--- src/rtl/gws_pkg.sv ---
package gws_pkg;

    typedef enum logic [2:0] {
        ST_IDLE    = 3'd0,
        ST_GUARD_A = 3'd1,
        ST_GUARD_B = 3'd2,
        ST_COMMIT  = 3'd3,
        ST_SETTLE  = 3'd4
    } seq_state_e;

    localparam int unsigned TMG_W      = 32;
    localparam int unsigned PER_LSB    = 0;
    localparam int unsigned PER_W      = 10;
    localparam int unsigned RDL_LSB    = 26;
    localparam int unsigned RDL_W      = 5;

    localparam logic [TMG_W-1:0] PER_MASK   = ((TMG_W'(1) << PER_W) - TMG_W'(1)) << PER_LSB;
    localparam logic [TMG_W-1:0] RDL_MASK   = ((TMG_W'(1) << RDL_W) - TMG_W'(1)) << RDL_LSB;
    localparam logic [TMG_W-1:0] FIELD_MASK = PER_MASK | RDL_MASK;

endpackage

--- src/rtl/gws_settle_timer.sv ---
module gws_settle_timer #(
    parameter int unsigned CYCLES = 500
) (
    input  logic clk,
    input  logic rst_n,
    input  logic load,
    input  logic run,
    output logic expired
);
    localparam int unsigned CW = (CYCLES > 1) ? $clog2(CYCLES) : 1;

    logic [CW-1:0] cnt;

    always_ff @(posedge clk) begin
        if (!rst_n) begin
            cnt <= '0;
        end else if (load) begin
            cnt <= CW'(CYCLES - 1);
        end else if (run && (cnt != '0)) begin
            cnt <= cnt - CW'(1);
        end
    end

    assign expired = (cnt == '0);


    load_clean_chk: assert property (@(posedge clk) disable iff (!rst_n)
        load |=> (cnt == CW'(CYCLES - 1)));

endmodule

--- src/rtl/gws_seq_fsm.sv ---
module gws_seq_fsm
    import gws_pkg::*;
#(
    parameter int unsigned AW         = 8,
    parameter int unsigned DW         = 32,
    parameter int unsigned SETTLE_CYC = 500
) (
    input  logic          clk,
    input  logic          rst_n,
    input  logic          start,
    input  logic [AW-1:0] in_offset,
    input  logic [DW-1:0] in_data,
    output logic          idle,
    output logic          wr,
    output logic [AW-1:0] wr_addr,
    output logic [DW-1:0] wr_data
);
    seq_state_e    state, state_nx;
    logic [AW-1:0] hold_off;
    logic [DW-1:0] hold_dat;
    logic          tmr_load, tmr_run, tmr_done;

    gws_settle_timer #(.CYCLES(SETTLE_CYC)) u_timer (
        .clk     (clk),
        .rst_n   (rst_n),
        .load    (tmr_load),
        .run     (tmr_run),
        .expired (tmr_done)
    );

    always_comb begin
        state_nx = state;
        unique case (state)
            ST_IDLE:    if (start) state_nx = ST_GUARD_A;
            ST_GUARD_A: state_nx = ST_GUARD_B;
            ST_GUARD_B: state_nx = ST_COMMIT;
            ST_COMMIT:  state_nx = ST_SETTLE;
            ST_SETTLE:  if (tmr_done) state_nx = ST_IDLE;
            default:    state_nx = ST_IDLE;
        endcase
    end

    always_ff @(posedge clk) begin
        if (!rst_n) begin
            state    <= ST_IDLE;
            hold_off <= '0;
            hold_dat <= '0;
        end else begin
            state <= state_nx;
            if ((state == ST_IDLE) && start) begin
                hold_off <= in_offset;
                hold_dat <= in_data;
            end
        end
    end

    always_comb begin
        idle     = 1'b0;
        wr       = 1'b0;
        wr_addr  = '0;
        wr_data  = '0;
        tmr_load = 1'b0;
        tmr_run  = 1'b0;
        unique case (state)
            ST_IDLE:    idle = 1'b1;
            ST_GUARD_A: wr = 1'b1;
            ST_GUARD_B: wr = 1'b1;
            ST_COMMIT: begin
                wr       = 1'b1;
                wr_addr  = hold_off;
                wr_data  = hold_dat;
                tmr_load = 1'b1;
            end
            ST_SETTLE:  tmr_run = 1'b1;
            default:    idle = 1'b0;
        endcase
    end


    commit_match_chk: assert property (@(posedge clk) disable iff (!rst_n)
        (idle && start) |=> ##2 (wr_addr == $past(in_offset, 3) && wr_data == $past(in_data, 3)));

endmodule

--- src/rtl/gws_timing_reg.sv ---
module gws_timing_reg
    import gws_pkg::*;
#(
    parameter logic [TMG_W-1:0] RST_VAL = '0
) (
    input  logic             clk,
    input  logic             rst_n,
    input  logic             load,
    input  logic [TMG_W-1:0] load_val,
    input  logic             init,
    output logic [TMG_W-1:0] value
);
    localparam logic [TMG_W-1:0] RST_EFF = (RST_VAL & ~FIELD_MASK) | FIELD_MASK;

    logic [TMG_W-1:0] base, nxt;

    always_comb begin
        base = load ? load_val : value;
        nxt  = init ? ((base & ~FIELD_MASK) | FIELD_MASK) : base;
    end

    always_ff @(posedge clk) begin
        if (!rst_n) value <= RST_EFF;
        else        value <= nxt;
    end


    init_max_chk: assert property (@(posedge clk) disable iff (!rst_n)
        init |=> ((value & FIELD_MASK) == FIELD_MASK));


    keep_bits_chk: assert property (@(posedge clk) disable iff (!rst_n)
        (init && !load) |=> ((value & ~FIELD_MASK) == $past(value & ~FIELD_MASK)));


    load_init_chk: assert property (@(posedge clk) disable iff (!rst_n)
        (init && load) |=> ((value & ~FIELD_MASK) == $past(load_val & ~FIELD_MASK)));

endmodule

--- src/rtl/guarded_write_seq.sv ---
module guarded_write_seq
    import gws_pkg::*;
#(
    parameter int unsigned      AW         = 8,
    parameter int unsigned      DW         = 32,
    parameter int unsigned      CLK_PER_US = 100,
    parameter int unsigned      SETTLE_US  = 5,
    parameter logic [AW-1:0]    TIMING_OFS = '1,
    parameter logic [31:0]      TIMING_RST = 32'h0000_0000
) (
    input  logic          clk,
    input  logic          rst_n,
    input  logic          req_valid,
    output logic          req_ready,
    input  logic [AW-1:0] req_offset,
    input  logic [DW-1:0] req_data,
    input  logic          tmg_init,
    output logic          dn_wr,
    output logic [AW-1:0] dn_addr,
    output logic [DW-1:0] dn_data,
    output logic [31:0]   tmg_reg,
    output logic [9:0]    tmg_period,
    output logic [4:0]    tmg_rdelay
);
    localparam int unsigned SETTLE_CYC = (CLK_PER_US * SETTLE_US > 0) ? CLK_PER_US * SETTLE_US : 1;

    logic accept, is_local, go_guard, loc_wr;

    assign accept   = req_valid && req_ready;
    assign is_local = (req_offset == TIMING_OFS);
    assign go_guard = accept && !is_local;
    assign loc_wr   = accept && is_local;

    gws_seq_fsm #(
        .AW         (AW),
        .DW         (DW),
        .SETTLE_CYC (SETTLE_CYC)
    ) u_fsm (
        .clk       (clk),
        .rst_n     (rst_n),
        .start     (go_guard),
        .in_offset (req_offset),
        .in_data   (req_data),
        .idle      (req_ready),
        .wr        (dn_wr),
        .wr_addr   (dn_addr),
        .wr_data   (dn_data)
    );

    gws_timing_reg #(.RST_VAL(TIMING_RST)) u_tmg (
        .clk      (clk),
        .rst_n    (rst_n),
        .load     (loc_wr),
        .load_val (req_data[TMG_W-1:0]),
        .init     (tmg_init),
        .value    (tmg_reg)
    );

    assign tmg_period = tmg_reg[PER_LSB +: PER_W];
    assign tmg_rdelay = tmg_reg[RDL_LSB +: RDL_W];

    // Checker support: cycles since the last downstream write, saturating.
    localparam int unsigned GW = $clog2(SETTLE_CYC + 1);
    logic [GW-1:0] gap;

    always_ff @(posedge clk) begin
        if (!rst_n)                      gap <= GW'(SETTLE_CYC);
        else if (dn_wr)                  gap <= '0;
        else if (gap != GW'(SETTLE_CYC)) gap <= gap + GW'(1);
    end


    burst_len_chk: assert property (@(posedge clk) disable iff (!rst_n)
        $rose(dn_wr) |=> dn_wr ##1 dn_wr ##1 !dn_wr);


    guard_zero_chk: assert property (@(posedge clk) disable iff (!rst_n)
        $rose(dn_wr) |-> (dn_addr == '0 && dn_data == '0) ##1 (dn_addr == '0 && dn_data == '0));


    busy_ready_chk: assert property (@(posedge clk) disable iff (!rst_n)
        dn_wr |-> !req_ready);


    settle_gap_chk: assert property (@(posedge clk) disable iff (!rst_n)
        req_ready |-> (gap == GW'(SETTLE_CYC)));


    local_quiet_chk: assert property (@(posedge clk) disable iff (!rst_n)
        loc_wr |=> (!dn_wr && req_ready));

endmodule

--- config.mk ---
export PLATFORM = sky130hd
export DESIGN_NAME = guarded_write_seq
export DESIGN_NICKNAME = d
export VERILOG_FILES = /design/src/rtl/gws_pkg.sv /design/src/rtl/gws_settle_timer.sv /design/src/rtl/gws_seq_fsm.sv /design/src/rtl/gws_timing_reg.sv /design/src/rtl/guarded_write_seq.sv
export SDC_FILE = /design/constraint.sdc
export NUM_CORES = 1
export LEC_CHECK = 0
export BUFFER_PORTS_ARGS = -buffer_cell sky130_fd_sc_hd__buf_4
export CAP_MARGIN = 30
export CORE_MARGIN = 4
export CORE_UTILIZATION = 40
export CTS_CLUSTER_DIAMETER = 30
export DETAILED_ROUTE_END_ITERATION = 8
export HOLD_SLACK_MARGIN = 0.15
export PLACE_DENSITY = 0.7
export SYNTH_ARGS = -nofsm -noshare
export SYNTH_HDL_FRONTEND = slang
export SYNTH_SLANG_ARGS = --single-unit
--- constraint.sdc ---
create_clock -name clk -period 2.2 [get_ports clk]
set_clock_uncertainty 0.15 [all_clocks]
set_input_delay 0.44 -clock clk [delete_from_list [all_inputs] [get_ports clk]]
set_output_delay 0.44 -clock clk [all_outputs]
set_load 0.005 [all_outputs]
==> impl_metrics.csv, run 1 <==
group,metric,value,unit
timing,rsz0062_at_grt,"yes",
critical_path,r2r_start,"u_fsm.state[0]",
drt,totalWireLength,9.73,mm
logic_synthesis,ys.flop_type,"dfxtp_1",
job,drv_cap,0,
timing,final_hold_viol_count,0,
drt,wire_per_inst,14.2,microns
placement,dpl_worst_slack,0.0641,ns
placement,placed_area,4600,sq um
logic_synthesis,synth_edf_count,0,
global_route,track_usage,18.4,%
global_route,antenna_found_initial,0,
cells_and_area,regArea,1680,sq um
global_route,grt_overflow,0,
logic_synthesis,ys_ff_latch,84,
logic_synthesis,syn_nets,490,
logic_synthesis,synth_cells,445,
timing,worstMarginPinSlew,0.394,ns
clock_network,clk_latency,0.34,ns
timing,holdWs,0.168,ns
floorplanning,row_count,34,
floorplanning,core,8680,sq um
clock_network,cts-buffers-inserted,9,
critical_path,reg2reg_to,"u_tmg.value[2]",
drt,postRouteAntennaNets,0,
global_route,grt_pass1_vias,3195,
logic_synthesis,syn_area,3540,sq um
placement,dpl.hpwl,6.67,mm
timing,fmax,0.467,GHz
drt,vias_per_cell,4.92,
critical_path,end_kind,"output port",
cells_and_area,layout.nets,618,
cells_and_area,post-route-util,57.9,%
critical_path,timing.critical_path.mode_cell,"buf_4",
cells_and_area,diodes,0,
floorplanning,die_area,10400,sq um
critical_path,max_stage_delay,0.40,ns
cells_and_area,nFillCells,801,
cells_and_area,drive_above_1_share,32.6,%
logic_synthesis,synth_top_area_share,47.4,%
placement,port_buffers,132,
global_route,grt_start_max_net_pins,37,
status,status,"completed",
critical_path,rrSetupSlack,0.11,ns
pwr,power,0.00381,W
critical_path,critPathLaunchType,"flop",
floorplanning,initial_utilization,40.8,%
timing,slew_headroom,73.7,%
logic_synthesis,synth_warnings,0,
floorplanning,die-width,102,microns
drt,drt-pass1-iter-count,5,
critical_path,crit_start,"u_fsm.state[2]",
timing,slew_violations,0,
critical_path,crit_chain,"buf_6, nor2_4, buf_4, buf_4, and2_1, buf_4",
critical_path,worstSetupEndpoint,"dn_data[24]",
drt,drt_iter0_markers,92,
clock_network,path_clk_slew,0.08,ns
drt,dr_total_vias,3373,
hold_path,worstHoldStart,"req_data[1]",
clock_network,ctsLongestPathBuffers,2,
timing,period_share,97.3,%
cells_and_area,fin_area,5020,sq um
clock_network,cts_tree,"yes",
clock_network,cts.sink_count,84,
hold_path,hp-class,"input pin to flop",
timing,period_minus_slack,2.14,ns
clock_network,cts_root_buf,"clkbuf_8",
timing,setup_ws,0.0586,ns
logic_synthesis,ys_seq_area_share,47.4,%
critical_path,slowest_stage,"dfxtp_1",
logic_synthesis,yosysTopAreaCell,"dfxtp_1",
global_route,grt_pass1_wl,15.1,mm
critical_path,cp.arrival,1.55,ns
critical_path,rr_worst_depth,6,
cells_and_area,area_delta_synth_final,41.7,%
logic_synthesis,synth_area_per_cell,7.97,sq um
timing,report.final.setup_viol,0,
critical_path,critPathKind,"flop to output port",
drt,drc,0,
floorplanning,die_h,102,microns
logic_synthesis,synthDistinctLibCells,40,
logic_synthesis,async_reset_ff_share,0,%
critical_path,crit_path_max_fanout,10,
pwr,ir_worst_vdd,0.000346,V
critical_path,critPathRequiredTime,1.61,ns
floorplanning,io_pins,133,
cells_and_area,multi_input_area,1610,sq um
logic_synthesis,synth_top_cells_by_area,"dfxtp_1, nand2_1, a21oi_1",
clock_network,cts_max_level,3,
placement,place_congestion,0.818,
pwr,leakagePower,2.23,nW
pwr,power.density,759,nW/um^2
## report_power, final
| part | total (W) | leakage (nW) | switching [W] | internal, W |
|---|---|---|---|---|
| logic | 0.000926 | 1.44 | 0.000471 | 0.000455 |
| clock network | 0.00116 | 0.102 | 0.000532 | 0.000630 |
| registers | 0.00172 | 0.685 | 0.0000678 | 0.00166 |
| total | 0.00381 | 2.23 | 0.00107 | 0.00274 |
## cells by family (layout without fill, tap and decap cells)
logic type,after synthesis,after routing,synth area share (%)
buffers and inverters,52,184,8.51
DFF,84,84,47.4
AOI/OAI and AO/OA,80,80,13.4
and+or+nand+nor,223,223,28.9
adders and majority gates,1,1,0.353
xor gates and xnor gates,3,3,0.741
muxes,2,2,0.600
## cells in the final DEF (no fill, tap or decap), types with 6 or more instances in the layout
cell type and count:
dlygate4sd3_1 8, nand3_1 16, nand2_1 140, a21oi_1 58
dfxtp_1 82, and2_1 40, clkbuf_8 9, buf_4 148
nor2_1 7, o31a_1 6
## sequential cells by signal, summed over array words and instances, names as in the netlist
register / cells
u_tmg.value: 32
u_fsm.state: 3
u_fsm.u_timer.cnt: 9
u_fsm.hold_off: 8
u_fsm.hold_dat: 32
## layout make-up
cell class / instances / area share (%)
multi-input cells: 309 / 32.0
inverters: 4 / 0.299
clock inverters: 5 / 1.54
flip-flops and latches: 84 / 33.5
clock buffers: 10 / 2.54
well taps: 108 / 2.69
repair buffers: 165 / 27.4
## per-layer routing
| layer | wire length, microns | track usage (%) |
|---|---|---|
| met5 | 0 | 0 |
| met2 | 4630 | 30.8 |
| met1 | 4140 | 22.9 |
| met3 | 831 | 4.64 |
| met4 | 125 | 6.96 |
## worst min-delay path by stage
stage / depth (start not counted) / endpoint / slack (ns)
after CTS: 3 / u_tmg.value[1] / 0.15
after global placement: 2 / u_fsm.hold_dat[13] / 0.29
after floorplan: 2 / u_fsm.hold_dat[0] / 0.28
after global routing: 3 / u_tmg.value[26] / 0.17
after detailed placement: 2 / u_fsm.hold_dat[23] / 0.29
final: 3 / u_tmg.value[1] / 0.17
## synth_stat cells (all sizes together), types with 2 or more instances
library cell and count:
clkbuf 18, o31ai 2, or3 2, buf 30, dfxtp 84, a21oi 58
o31a 6, xnor2 3, nor2 8, inv 3, nor3 4, nand4 2
o211ai 2, and2 40, o21a 3, nand2 141, nor4 3, nand3 16
o221a 3
## critical path: cells and delay by family, from the launching register on
family,cells,cell delay [ns]
and+or+nand+nor,2,0.21
DFF,1,0.40
buffers and inverters,4,0.59
## per-stage QoR
stage | cells | TNS, ns
3_3_place_gp | 655 | 0
4_1_cts | 685 | 0
3_5_place_dp | 655 | 0
6_report | 685 | 0
5_1_grt | 685 | -0.594
2_1_floorplan | 445 | 0
## what timing repair did
| action | CTS | global route |
|---|---|---|
| pin swaps | 1 | 2 |
| resized for setup | 7 | 4 |
| endpoints found under the setup margin | 40 | 43 |
| setup buffers | 5 | 0 |
| hold endpoints to repair | 8 | 0 |
| gates cloned | 2 | 0 |
| hold buffers | 8 | 0 |
No activity file was read; power rests on OpenSTA's default activity.
==> run 2, diff against run 1 <==
CELL_PAD_IN_SITES_DETAIL_PLACEMENT = 0   (was not set)
CELL_PAD_IN_SITES_GLOBAL_PLACEMENT = 1   (was not set)
CORE_UTILIZATION = 31   (was 40)
PLACE_DENSITY = not set   (was 0.7)
PLACE_DENSITY_LB_ADDON = 0.1   (was not set)
==> run 2 against run 1 <==
Net effect:
- setup slack improved by 0.025 ns
- cell area rose by 3.3%
- via count fell by 1.3%
- largest cell class unchanged
==> impl_metrics.csv, run 2 (synthesis results as in run 1) <==
group,metric,value,unit
status,status,"completed",
critical_path,critPathRequiredTime,2.26,ns
critical_path,cp.arrival,2.18,ns
drt,postRouteAntennaNets,0,
global_route,grt_overflow,0,
drt,drt-pass1-iter-count,4,
pwr,power,0.00438,W
cells_and_area,mostFrequentLayoutCells,"buf_4, nand2_1, dfxtp_1, a21oi_1, and2_1",
placement,port_buffers,132,
pwr,leakagePower,2.29,nW
clock_network,cts_root_buf,"clkbuf_16",
critical_path,crit_path_max_fanout,32,
floorplanning,die-width,115,microns
clock_network,clk_latency,0.34,ns
cells_and_area,top_regs,"u_fsm.hold_dat (32), u_tmg.value (32), u_fsm.u_timer.cnt (9)",
drt,vias_per_cell,4.67,
clock_network,cts-buffers-inserted,9,
clock_network,cts_max_level,3,
timing,slew_violations,0,
cells_and_area,layout.nets,613,
cells_and_area,final_common_cell,"buf_4",
global_route,grt_start_max_net_pins,38,
critical_path,critPathKind,"flop to flop",
global_route,grt_pass1_wl,17.3,mm
global_route,grt_util_met1,21.1,%
drt,drt_iter0_markers,127,
global_route,track_usage,16.9,%
hold_path,hp-class,"input pin to flop",
drt,totalWireLength,11.4,mm
timing,final_hold_viol_count,0,
global_route,met2_usage,27.8,%
cells_and_area,area_delta_synth_final,46.4,%
placement,dpl.hpwl,7.07,mm
global_route,grt_busiest_layer,"met2",
cells_and_area,layout.cells.non_filler,713,
floorplanning,die_area,13200,sq um
global_route,antenna_found_initial,0,
timing,worstMarginPinSlew,0.400,ns
global_route,grt_pass1_vias,3285,
drt,drc,0,
global_route,grt_use_met3,6.53,%
timing,report.final.setup_viol,0,
floorplanning,die_h,115,microns
timing,fmax,0.473,GHz
placement,dp.cells,689,
clock_network,cts_tree,"yes",
timing,slew_headroom,73.3,%
clock_network,cts.sink_count,84,
timing,period_minus_slack,2.12,ns
floorplanning,initial_utilization,32.1,%
drt,dr_total_vias,3328,
job,drv_cap,0,
cells_and_area,drive_above_1_share,33.5,%
placement,place_congestion,0.812,
cells_and_area,post-route-util,47.0,%
cells_and_area,diodes,0,
timing,period_share,96.2,%
cells_and_area,nFillCells,1132,
floorplanning,core,11000,sq um
floorplanning,io_pins,133,
drt,wire_per_inst,16.0,microns
clock_network,path_clk_slew,0.06,ns
timing,rsz0062_at_grt,"yes",
critical_path,end_kind,"flop",
clock_network,ctsLongestPathBuffers,2,
clock_network,cts_hold_buf,0,
floorplanning,row_count,38,
pwr,power.density,845,nW/um^2
pwr,ir_worst_vdd,0.000427,V
critical_path,critPathLaunchType,"flop",
## run 2: cell types whose count changed in the layout (fill, tap and decap cells not counted), moves of 2 or more
| cell | delta |
|---|---|
| clkbuf_16 | +11 |
| clkbuf_8 | -7 |
| clkinv_2 | -2 |
| dlygate4sd3_1 | -8 |
## run 2: metal layers
layer	part of all wire (%)	vias up	routed length (microns)
li1	-	1691	-
met1	43	1546	4960
met2	49	87	5580
met3	7.1	4	809
met4	0.47	0	54
met5	0	-	0
## run 2: worst paths after layout
kind	to	slack, ns	start	cells after the start
worst min register to register	u_fsm.hold_dat[11]	0.30	u_fsm.hold_dat[11]	2
worst max-delay path	u_tmg.value[0]	0.08	u_fsm.state[1]	6
worst min-delay path	u_tmg.value[8]	0.17	req_data[8]	3
worst max register to register	u_tmg.value[0]	0.08	u_fsm.state[1]	6
## run 2: metrics by stage
step | hold WS (ns) | worst slack (ns) | instance area (sq um) | TNS (ns)
after floorplan | 0.282 | 0.000803 | 3550 | 0
after global placement | 0.288 | 0.114 | 4670 | 0
after detailed placement | 0.292 | 0.0795 | 4670 | 0
after CTS | 0.161 | 0.0433 | 5120 | 0
after global routing | 0.161 | -0.0220 | 5190 | -0.0801
final | 0.173 | 0.0838 | 5190 | 0
## run 2: power breakdown
part	internal, W	leakage, nW	switching [W]	total [W]
Sequential	0.00166	0.686	0.0000689	0.00173
Clock	0.00106	0.160	0.000610	0.00167
Combinational	0.000483	1.44	0.000503	0.000986
Total	0.00320	2.29	0.00118	0.00438
## run 2: cell type report
class                   instances  area [sq um]  area share [%]
clock buffers                  13           260            5.02
flip-flops and latches         84          1690            32.5
multi-input cells             309          1610            31.1
repair buffers                160          1370            26.4
inverters                       4          15.0           0.289
clock inverters                 3          68.8            1.33
well taps                     140           175            3.38
## run 2: critical path, stage by stage (launching register included)
cell     delay, ns
dfxtp_4       0.35
buf_4         0.16
or4b_4        0.53
or3_1         0.44
buf_12        0.20
nand2_1       0.08
nand3_1       0.07
## run 2: repair_timing
| item | CTS | global route |
|---|---|---|
| setup buffers | 4 | 1 |
| endpoints found under the setup margin | 40 | 21 |
| resized for setup | 11 | 2 |
| pin swaps | 1 | 1 |
| endpoints found under the hold margin | 0 | 0 |
| gates cloned | 2 | 2 |
